**src/rtl/fid_pkg.sv**
```systemverilog
package fid_pkg;
   // Which count strobes are honoured
   typedef enum logic [1:0] {
      FID_EDGE_BOTH = 2'd0,
      FID_EDGE_RISE = 2'd1,
      FID_EDGE_FALL = 2'd2
   } fid_edge_e;

   // Counter action chosen for a cycle
   typedef enum logic [1:0] {
      FID_ACT_HOLD   = 2'd0,
      FID_ACT_LOAD   = 2'd1,
      FID_ACT_WRAP   = 2'd2,
      FID_ACT_STEP   = 2'd3
   } fid_act_e;
endpackage

```
**src/rtl/fid_strobe_merge.sv**
```systemverilog
module fid_strobe_merge
   import fid_pkg::*;
#(
   parameter fid_edge_e EDGE_MODE = FID_EDGE_BOTH
) (
   input  logic strobe_rise,
   input  logic strobe_fall,
   output logic cnt_en
);
   generate
      if (EDGE_MODE == FID_EDGE_BOTH) begin : g_both
         assign cnt_en = strobe_rise | strobe_fall;
      end else if (EDGE_MODE == FID_EDGE_RISE) begin : g_rise
         logic unused_fall;
         assign unused_fall = strobe_fall;
         assign cnt_en = strobe_rise;
      end else begin : g_fall
         logic unused_rise;
         assign unused_rise = strobe_rise;
         assign cnt_en = strobe_fall;
      end
   endgenerate
endmodule

```
**src/rtl/fid_down_counter.sv**
```systemverilog
module fid_down_counter
   import fid_pkg::*;
#(
   parameter int unsigned CNT_W = 8
) (
   input  logic             clk,
   input  logic             rst_n,
   input  logic             cnt_en,
   input  logic             load_n,
   input  logic [CNT_W-1:0] reload,
   output logic             term_fire,
   output logic [CNT_W-1:0] cnt_q
);
   localparam logic [CNT_W-1:0] ONE  = CNT_W'(1);
   localparam logic [CNT_W-1:0] ZERO = '0;

   fid_act_e   act;
   logic       fresh_q;   // set after a load of zero: skip the terminal check once
   logic       at_zero;

   assign at_zero = (cnt_q == ZERO);

   always_comb begin
      if (!cnt_en)                 act = FID_ACT_HOLD;
      else if (!load_n)            act = FID_ACT_LOAD;
      else if (at_zero && !fresh_q) act = FID_ACT_WRAP;
      else                         act = FID_ACT_STEP;
   end

   assign term_fire = (act == FID_ACT_WRAP);

   always_ff @(posedge clk) begin
      if (!rst_n) begin
         cnt_q   <= ZERO;
         fresh_q <= 1'b0;
      end else begin
         case (act)
            FID_ACT_LOAD: begin
               cnt_q   <= reload;
               fresh_q <= (reload == ZERO);
            end
            FID_ACT_WRAP: begin
               // the terminal event also counts as the first step of the new period
               cnt_q   <= reload - ONE;
               fresh_q <= 1'b0;
            end
            FID_ACT_STEP: begin
               cnt_q   <= cnt_q - ONE;
               fresh_q <= 1'b0;
            end
            default: begin
               cnt_q   <= cnt_q;
               fresh_q <= fresh_q;
            end
         endcase
      end
   end

   assert_idle_hold_R2: assert property (@(posedge clk) disable iff (!rst_n)
      !cnt_en |=> $stable(cnt_q));

   assert_load_copies_R3: assert property (@(posedge clk) disable iff (!rst_n)
      (cnt_en && !load_n) |=> (cnt_q == $past(reload)));

   assert_zero_load_steps_R6: assert property (@(posedge clk) disable iff (!rst_n)
      (cnt_en && !load_n && reload == ZERO) ##1 (cnt_en && load_n) |=> (cnt_q == {CNT_W{1'b1}}));
endmodule

```
**src/rtl/fid_toggle_stage.sv**
```systemverilog
module fid_toggle_stage (
   input  logic clk,
   input  logic rst_n,
   input  logic term_fire,
   input  logic clr_n,
   input  logic pst_n,
   output logic wave_q,
   output logic tc_q
);
   always_ff @(posedge clk) begin
      if (!rst_n) begin
         wave_q <= 1'b0;
         tc_q   <= 1'b0;
      end else begin
         tc_q <= term_fire;
         if (!pst_n)          wave_q <= 1'b0;
         else if (!clr_n)     wave_q <= 1'b1;
         else if (term_fire)  wave_q <= ~wave_q;
      end
   end

   assert_preset_low_R9: assert property (@(posedge clk) disable iff (!rst_n)
      !pst_n |=> !wave_q);

   assert_clear_high_R8: assert property (@(posedge clk) disable iff (!rst_n)
      (pst_n && !clr_n) |=> wave_q);

   assert_quiet_stable_R11: assert property (@(posedge clk) disable iff (!rst_n)
      (pst_n && clr_n && !term_fire) |=> $stable(wave_q));
endmodule

```
**src/rtl/frame_inv_divider.sv**
```systemverilog
module frame_inv_divider
   import fid_pkg::*;
#(
   parameter int unsigned CNT_W     = 8,
   parameter fid_edge_e   EDGE_MODE = FID_EDGE_BOTH
) (
   input  logic             clk,
   input  logic             rst_n,
   input  logic             strobe_rise,
   input  logic             strobe_fall,
   input  logic [CNT_W-1:0] reload_val,
   input  logic             load_n,
   input  logic             clr_n,
   input  logic             pst_n,
   output logic             wave_out,
   output logic             tc_pulse
);
   generate
      if (CNT_W < 2 || CNT_W > 32) begin : g_bad_width
         $error("frame_inv_divider: CNT_W must be 2..32");
      end
   endgenerate

   logic             cnt_en;
   logic             term_fire;
   logic [CNT_W-1:0] cnt_q;

   fid_strobe_merge #(.EDGE_MODE(EDGE_MODE)) u_merge (
      .strobe_rise (strobe_rise),
      .strobe_fall (strobe_fall),
      .cnt_en      (cnt_en)
   );

   fid_down_counter #(.CNT_W(CNT_W)) u_count (
      .clk       (clk),
      .rst_n     (rst_n),
      .cnt_en    (cnt_en),
      .load_n    (load_n),
      .reload    (reload_val),
      .term_fire (term_fire),
      .cnt_q     (cnt_q)
   );

   fid_toggle_stage u_out (
      .clk       (clk),
      .rst_n     (rst_n),
      .term_fire (term_fire),
      .clr_n     (clr_n),
      .pst_n     (pst_n),
      .wave_q    (wave_out),
      .tc_q      (tc_pulse)
   );

   assert_reset_quiet_R1: assert property (@(posedge clk)
      !rst_n |=> (!wave_out && !tc_pulse));

   assert_tc_inverts_R7: assert property (@(posedge clk) disable iff (!rst_n)
      (tc_pulse && $past(pst_n) && $past(clr_n)) |-> (wave_out != $past(wave_out)));

   assert_controls_keep_count_R10: assert property (@(posedge clk) disable iff (!rst_n)
      (!cnt_en && (!clr_n || !pst_n)) |=> $stable(cnt_q));
endmodule

```
**config.mk**
```make
export PLATFORM = sky130hd
export DESIGN_NAME = frame_inv_divider
export DESIGN_NICKNAME = d
export VERILOG_FILES = /design/src/rtl/fid_pkg.sv /design/src/rtl/fid_strobe_merge.sv /design/src/rtl/fid_down_counter.sv /design/src/rtl/fid_toggle_stage.sv /design/src/rtl/frame_inv_divider.sv
export SDC_FILE = /design/constraint.sdc
export NUM_CORES = 1
export LEC_CHECK = 0
export CAP_MARGIN = 20
export CORE_UTILIZATION = 55
export CTS_BUF_LIST = sky130_fd_sc_hd__clkbuf_16
export DETAILED_ROUTE_END_ITERATION = 8
export DONT_BUFFER_PORTS = 1
export PLACE_DENSITY = 0.79
export SLEW_MARGIN = 5
export SYNTH_ARGS = -nofsm -noshare
export SYNTH_HDL_FRONTEND = slang
export SYNTH_HIERARCHICAL = 1
export SYNTH_SLANG_ARGS = --single-unit
```
**constraint.sdc**
```tcl
create_clock -name clk -period 2.4 [get_ports clk]
set_clock_uncertainty 0.05 [all_clocks]
set_input_delay 0.36 -clock clk [delete_from_list [all_inputs] [get_ports clk]]
set_output_delay 0.36 -clock clk [all_outputs]
set_load 0.005 [all_outputs]
```
# [Yosys cells after proc, flatten, opt, wreduce, memory -nomap -nowiden]
# Cells that the tools add are included.
[word_totals] reg_bits=11 elab_cells=27
[op_classes] add_sub_neg=2 bitwise_logic=2 n_reduce_logical=8 mux=7 eq_ne=4
[op_table] op="one-hot mux 8 bit (3 select lines)" n=1
[op_table] op="zero test 8 bit" n=2
[op_table] op="subtractor 8 x 1 -> 8 bit, second input constant" n=2
[op_table] op="== test 2 bit, second input constant" n=2
[op_table] op="2-to-1 mux 2 bit" n=2
[op_table] op="2-to-1 mux 1 bit" n=3
[op_table] op="nonzero test 3 bit" n=1
[op_table] op="== test 2 x 1 -> 1 bit, second input constant" n=1
[op_table] op="inequality test 2 x 1 -> 1 bit, second input constant" n=1
[op_table] op="one-hot mux 1 bit (2 select lines)" n=1
[op_table] op="AND reduction 2 bit" n=1
[op_table] op="nonzero test 2 bit" n=1
[op_table] op="OR reduction 2 bit" n=1
[op_table] op="logical AND 1 bit" n=1
[op_table] op="zero test 1 bit" n=1
[op_table] op="inverter 1 bit" n=1
[op_table] op="OR 1 bit" n=1

# [Depth between registers and ports, before layout]
# Gate-level depths: netlist of the first run.
[logic_depth] ltp_word=8 mapped_depth=12 mapped_depth_nobuf=10

# [Cells and area by module]
# Netlist of the first run, hierarchy kept.
[modules_own_cells] mod="fid_down_counter" area_per_inst_um2=800.8 seq_area_each_um2=180.2 cells_each=107 instances=1
[modules_own_cells] mod="fid_toggle_stage" area_per_inst_um2=65.1 seq_area_each_um2=40.0 cells_each=6 instances=1
[modules_own_cells] mod="fid_strobe_merge" area_per_inst_um2=6.3 seq_area_each_um2=0.0 cells_each=1 instances=1

# [Worst setup path before layout of the first run]
# Ideal clock, no wire load.
[synth_timing] path_type="register -> register" start="reg u_count.cnt_q[6]" end="reg u_count.cnt_q[4]" arrival_time_ps=2322 path_buffers=0 slack_ps=-94 required_ps=2228 path_stages_with_launch=10 synth_period_minus_slack_ps=2494 path_cell_list="dfxtp_1 or4_4 o31ai_4 mux2i_1 ha_1 nor3b_1 xnor2_1 mux2i_1 o21ai_0 a21oi_1"
[synth_between] elab_chain_len=7
[synth_lines] item="from (decl)" line="fid_down_counter.sv:12" text="output logic [CNT_W-1:0] cnt_q"
[synth_lines] item="from (signal assigned)" line="fid_down_counter.sv:39" text="cnt_q <= reload;"
[synth_lines] item="from (signal assigned)" line="fid_down_counter.sv:44" text="cnt_q <= reload - ONE;"
[synth_lines] item="from (signal assigned)" line="fid_down_counter.sv:48" text="cnt_q <= cnt_q - ONE;"
[synth_lines] item="zero test 8 bit *" line="fid_down_counter.sv:21" text="assign at_zero = (cnt_q == ZERO);"
[synth_lines] item="logical AND 1 bit *" line="fid_down_counter.sv:26" text="else if (at_zero && !fresh_q) act = FID_ACT_WRAP;"
[synth_lines] item="2-to-1 mux 1 bit *" line="fid_down_counter.sv:26"
[synth_lines] item="2-to-1 mux 2 bit *" line="fid_down_counter.sv:25" text="else if (!load_n) act = FID_ACT_LOAD;"
[synth_lines] item="2-to-1 mux 2 bit *" line="fid_down_counter.sv:24" text="if (!cnt_en) act = FID_ACT_HOLD;"
[synth_lines] item="== test 2 bit or == test 2 x 1 -> 1 bit (tied branches)" line="fid_down_counter.sv:37" text="case (act)"
[synth_lines] item="one-hot mux 8 bit (3 select lines) or nonzero test 3 bit (tied branches)"
# Every way passes the cells marked *; elsewhere a longest branch is shown, timed or not.
# A chain may end at the register's enable or synchronous reset.

# [Worst setup path after layout of the first run]
[layout_timing] start="reg u_count.cnt_q[7]" end="reg u_count.cnt_q[4]"
# Same word-level chain as after synthesis.

==> results of run 1 <==
through the flow:
step	hold slack (ns)	util, %	cells	setup TNS (ns)
finish	0.1481	71.01	142	-0.07996
global route	0.1445	71.01	142	-0.1998
CTS	0.1451	70.67	142	-0.06596
detailed placement	0.4037	65.38	138	-0.01353
global placement	0.4001	65.38	138	0
floorplan	0.3924	-	114	-0.07648
sequential cells by signal, summed over array words and instances (netlist names):
register and count:
u_out/tc_q 1, u_out/wave_q 1, u_count/cnt_q 8, u_count/fresh_q 1
power breakdown:
| part | internal, W | switching, W |
|---|---|---|
| combinational | 0.0000988 | 0.000112 |
| sequential | 0.000199 | 0.0000110 |
| clock | 0.000219 | 0.0000886 |
worst reg2reg max path, delay by kind of cell (launching register included):
kind	cells	cell delay [ns]
flip-flops	1	0.31
XOR/XNOR	1	0.15
AO/OA/AOI/OAI	3	0.52
adder cells (fa/ha/maj)	1	0.23
AND/OR/NAND/NOR	2	0.73
multiplexers	2	0.37
per-layer routing:
layer | wire, um | share of wire [%] | vias to the layer above
met1 | 1026 | 41 | 441
li1 | - | - | 451
met4 | 26 | 1.0 | 0
met2 | 1182 | 47 | 54
met5 | 0 | 0 | -
met3 | 263 | 11 | 8
worst max path at each step:
stage,start,end,slack [ns],cells past startpoint
6_report,u_count/cnt_q[7],u_count/cnt_q[4],-0.08,9
3_5_place_dp,u_count/cnt_q[7],u_count/cnt_q[4],-0.01,9
3_3_place_gp,u_count/cnt_q[7],u_count/cnt_q[4],0.04,9
4_1_cts,u_count/cnt_q[6],u_count/cnt_q[4],-0.07,9
5_1_grt,u_count/cnt_q[7],u_count/cnt_q[4],-0.15,9
2_1_floorplan,u_count/cnt_q[7],u_count/cnt_q[6],-0.04,8
repair_timing:
item                       in CTS  in global routing
buffers inserted                0                  0
cloned                          0                  0
resized for setup               0                  2
pin swaps                       2                  1
setup endpoints to repair       2                  2
logic make-up (layout without fill, tap and decap cells):
group	count (synthesis)	count (layout)	share of synthesized area [%]
muxes	4	4	4.591
and+or+nand+nor	49	49	30.56
adders and majority gates	1	1	1.434
AOI/OAI and AO/OA	35	35	28.41
DFF	11	11	25.25
buffers and inverters	8	20	3.730
xor gates and xnor gates	6	6	6.026
cell usage in the layout (no fill, tap or decap), types with 2 or more instances in the layout:
cell type and count:
nor2_1 15, clkbuf_16 3, buf_4 12, and2_1 2
a221oi_1 2, xor2_1 2, or2_2 2, a22oi_1 3
nor3_1 4, dfxtp_2 2, o2bb2ai_1 2, dfxtp_1 9
nor4_1 3, inv_1 4, nand2_1 10, xnor2_1 4
o21ai_0 3, nor4b_1 2, a21oi_1 12, nor3_2 2
mux2i_1 4
final cells by class:
type | count | area, um2 | share of cell area (%)
inverters | 4 | 15.01 | 1.420
multi-input cells | 95 | 630.6 | 59.65
repair buffers | 12 | 90.09 | 8.521
clock buffers | 3 | 75.07 | 7.101
clock inverters | 1 | 3.754 | 0.3550
flip-flops and latches | 11 | 222.7 | 21.07
well taps | 16 | 20.02 | 1.893
==> metrics, run 1 <==
YS warnings=6; Hold Path Class=in -> reg; DIE HEIGHT=between 40 and 50 um; sequential fraction of the synthesis area=around 25%; fin area=roughly 0.0011 mm2; total power divided by cell area=just under 700 mW/mm2; Max-cap violations=0; drt pass-1 iters=4; Bufs and invs on worst path=0; post-place setup slack=-0.01353 ns; final setup margin=-0.07996 ns; top cells by count, synth=nor2_1, a21oi_1, dfxtp_1; Clock Path Buffers=2; via count=roughly 950; Core ar.=~0.0015 mm2; Port Buffers=0; Crit-path slowest cell=or4b_4; Netlist Area Pre-Place=a little under 900 um2; area leader, netlist=dfxtp_1; P&R area growth vs syn=21.23%; min cycle time layout=approximately 2.5 ns; met2 Use GR=between 40 and 50%; gr usage total=a little under a third; Top delay family on crit path=simple AND/OR/NAND/NOR gates; GRT met3 Usage=a little over an eighth; Hold Fails Final Rpt=0; hold_sp=clr_n; Post-synth EDFFs=0; first-pass GRT wire length=between 3000 and 4000 um; CP arrival=around 2.6 ns; Critical Path Most Common Cell=mux2i_1; FF-to-FF path depth=9; std cell rows=14; share of layout cells above drive strength 1=between 20% and 30%; run status=complete, but fails checks; endpoint class of the critical path=flip-flop; critical path launch point type=flip-flop; largest net degree at the start of global routing=16; die area=~0.0017 mm2; Reg clk slew, reported paths=around 0.04 ns; TritonCTS buffer count=3; CTS tree=yes; gp weighted congestion=between 0.9 and 1; met1 Track Usage GR=between 40% and 50%; Post-DP Area=~970 um2; Slew headroom=approximately 66%; #FFs+latches synth=11; top-count cell post-synth=nor2_1; hold depth=1; Mapped Cells=approximately 110; Synth area leaders=dfxtp_1, a21oi_1, nor2_1, mux2i_1, nand2_1; ANT nets after route=0; final worst-path cycle share=103.3%; layout filler cell count=between 100 and 150; Clock Tree Root=clkbuf_16; Yosys cell types=43; gr busiest metal=met2; CP Cell Sequence=or4b_4 -> o31ai_4 -> mux2i_1 -> ha_2 -> nor3b_2 -> xnor2_1 -> mux2i_1 -> o21ai_1 -> a21oi_1; share of the synthesized area in the top cell type=around a quarter; Worst IR Drop VDD=0.4706 mV; CTS sink count=11; failing checks=setup timing; Async S/R FF share, synth=0%; vias per std cell=about 6.7; RSZ-0062 raised after global routing=yes; Die Width=approximately 42 um; Detail Placement HPWL=1765 um; R2R Path End=u_count/cnt_q[4]; final setup vio count=1; Mapped Avg Cell Area=about 7.6 um2; Tot Pwr=0.0007284 W; DRC viols=0; global route total overflow=0; H-tree depth=1; WL/cell=approximately 18 um; nets=around 140; hold-fix buffers at CTS=0; worst path required time=between 2 and 2.5 ns; Antenna Diode Count=0; CP Max Fanout=4; Worst Hold End=u_out/wave_q; Max Slew Vio Count=0; RR Startpoint=u_count/cnt_q[7]; clk_lat worst skew=around 0.24 ns; most common flop cell mapped by yosys=dfxtp_1; CP max stage delay=0.55 ns; Worst-Margin Slew=between 0.5 and 0.6 ns; Initial Util=around three fifths; worst reg-to-reg setup slack=-0.08 ns; critical path class=reg -> reg; final WL=about 2500 um; Synth Net Count=between 100 and 150; initial antenna violation count=0; number of global-route vias before repair=868; I/O pins=17; fmax=about 0.4 GHz; Pleak=roughly 0.4 nW; initial DRC count=59
(Power assumes the default switching activity.)
==> run 2: changes to the inputs <==
--- a/config.mk
+++ b/config.mk
@@ -6,7 +6,9 @@
 export NUM_CORES = 1
 export LEC_CHECK = 0
 export CAP_MARGIN = 20
-export CORE_UTILIZATION = 55
+export CELL_PAD_IN_SITES_DETAIL_PLACEMENT = 1
+export CELL_PAD_IN_SITES_GLOBAL_PLACEMENT = 1
+export CORE_UTILIZATION = 40
 export CTS_BUF_LIST = sky130_fd_sc_hd__clkbuf_16
 export DETAILED_ROUTE_END_ITERATION = 8
 export DONT_BUFFER_PORTS = 1
==> metrics, run 2 (synthesis gave the netlist of run 1 again) <==
global route total overflow=0; WL/cell=about 21 um; Switching Fraction=30.32%; Reg clk slew, reported paths=0.04 ns; uppermost layer routed=met4; Most flops, register=u_count/cnt_q; Clock Path Buffers=2; Port Buffers=0; P&R area growth vs syn=24.39%; std cell rows=16; initial antenna violation count=0; gr usage total=28.81%; Max-cap violations=0; Crit-path slowest cell=or4b_4; Tot Pwr=0.0007452 W; min cycle time layout=2.442 ns; Min Hold Slack=~0.15 ns; ANT nets after route=0; Power Internal=a little over 0.0005 W; Core ar.=roughly 0.0020 mm2; CP arrival=~2.5 ns; Die Width=48.69 um; clk_lat worst skew=~0.24 ns; Antenna Diode Count=0; CP Cell Sequence=or4b_4 -> o31ai_4 -> mux2i_1 -> ha_2 -> nor3b_4 -> xnor2_1 -> mux2i_1 -> o21ai_1 -> a21oi_1; share of layout cells above drive strength 1=roughly 23%; Bufs and invs on worst path=0; hold depth=1; critical path launch point type=flip-flop; Worst-Margin Slew=just under 0.7 ns; TritonCTS buffer count=3; initial DRC count=35; gp weighted congestion=roughly 0.9; total power divided by cell area=between 600 and 700 mW/mm2; worst path required time=around 2.5 ns; H-tree depth=1; Slew headroom=between 50% and 60%; Hold Path Class=in -> reg; CP Depth=9; Sw Pwr=between 0.0002 and 0.00025 W; Inst Count DP=~150; Hold Fails Final Rpt=0; die area=around 0.0024 mm2; Clock power frac=41.5%; Max Slew Vio Count=0; run status=complete, but fails checks; FF-to-FF path depth=9; Initial Util=a little over two fifths; Worst Hold End=u_out/wave_q; final std cells w/o fill=153; DRC viols=0; CTS tree=yes; final WL=~3200 um; Largest register FFs=8; metal1 wirelength=between 1000 and 1500 um; setup TNS=-0.04214 ns; drt pass-1 iters=4; hold-fix buffers at CTS=0; first-pass GRT wire length=slightly above 5000 um; final setup margin=-0.04214 ns; Comb pwr share=30.2%; CTS sink count=11; WL met3=199 um; post-place setup slack=-0.04065 ns; failing checks=setup timing; commonest cells after routing, fill and taps aside=nor2_1, a21oi_1, buf_4; largest net degree at the start of global routing=16; final setup vio count=1; critical path class=reg -> reg; I/O pins=17; worst reg-to-reg setup slack=-0.04 ns; commonest non-fill, non-tap cell in the layout=nor2_1; RSZ-0062 raised after global routing=yes; via count=~1000; CP Max Fanout=3; number of global-route vias before repair=about 1000; final worst-path cycle share=101.8%; Worst IR Drop VDD=between 0.4 and 0.5 mV; RR Startpoint=u_count/cnt_q[7]; DR WL met2=around 1600 um; Top delay family on crit path=simple AND/OR/NAND/NOR gates; DIE HEIGHT=approximately 49 um; Clock Tree Root=clkbuf_16; CP max stage delay=approximately 0.55 ns; Critical Path Most Common Cell=mux2i_1; fmax=between 0.4 and 0.5 GHz; Pleak=0.4114 nW; Flop pwr share=28.3%; hold_sp=clr_n; vias per std cell=6.608; R2R Path End=u_count/cnt_q[4]; Detail Placement HPWL=~2200 um; endpoint class of the critical path=flip-flop; nets=roughly 140
run 2: final cells by class:
class,instances,area [um2]
clock inverters,1,3.754
inverters,4,15.01
repair buffers,12,90.09
well taps,27,33.78
flip-flops and latches,11,222.7
clock buffers,3,75.07
fillers,259,917.1
multi-input cells,95,644.4
run 2: power by group through the flow:
stage / combinational, W / sequential (W) / clock [W]
CTS: 0.000215 / 0.000210 / 0.000316
detailed placement: 0.000204 / 0.000213 / 0
finish: 0.000225 / 0.000211 / 0.000309
global route: 0.000239 / 0.000212 / 0.000325
floorplan: 0.000139 / 0.000216 / 0
global placement: 0.000196 / 0.000212 / 0
run 2: per-layer routing:
metal / GRT usage, % / vias to the layer above
met2: 50.93 / 47
met1: 34.74 / 503
met5: 0 / -
met4: 9.804 / 0
li1: - / 454
met3: 5.031 / 7
run 2: how the worst max path moves through the flow:
stage / start / to
4_1_cts: u_count/cnt_q[7] / u_count/cnt_q[4]
3_5_place_dp: u_count/fresh_q / u_count/cnt_q[4]
6_report: u_count/cnt_q[7] / u_count/cnt_q[4]
2_1_floorplan: u_count/cnt_q[7] / u_count/cnt_q[6]
5_1_grt: u_count/cnt_q[7] / u_count/cnt_q[4]
3_3_place_gp: u_count/cnt_q[7] / u_count/cnt_q[4]
run 2: timing repair:
item | 4_1_cts | 5_1_grt
setup endpoints to repair | 2 | 3
resized for setup | 2 | 3
buffers inserted | 1 | 0
gates cloned | 0 | 0
run 2: through the flow:
step | cell area [um2] | utilization, %
detailed placement | 979.7 | 48.94
floorplan | 887.1 | -
finish | 1085 | 54.19
global placement | 979.7 | 48.94
CTS | 1076 | 53.75
global route | 1085 | 54.19
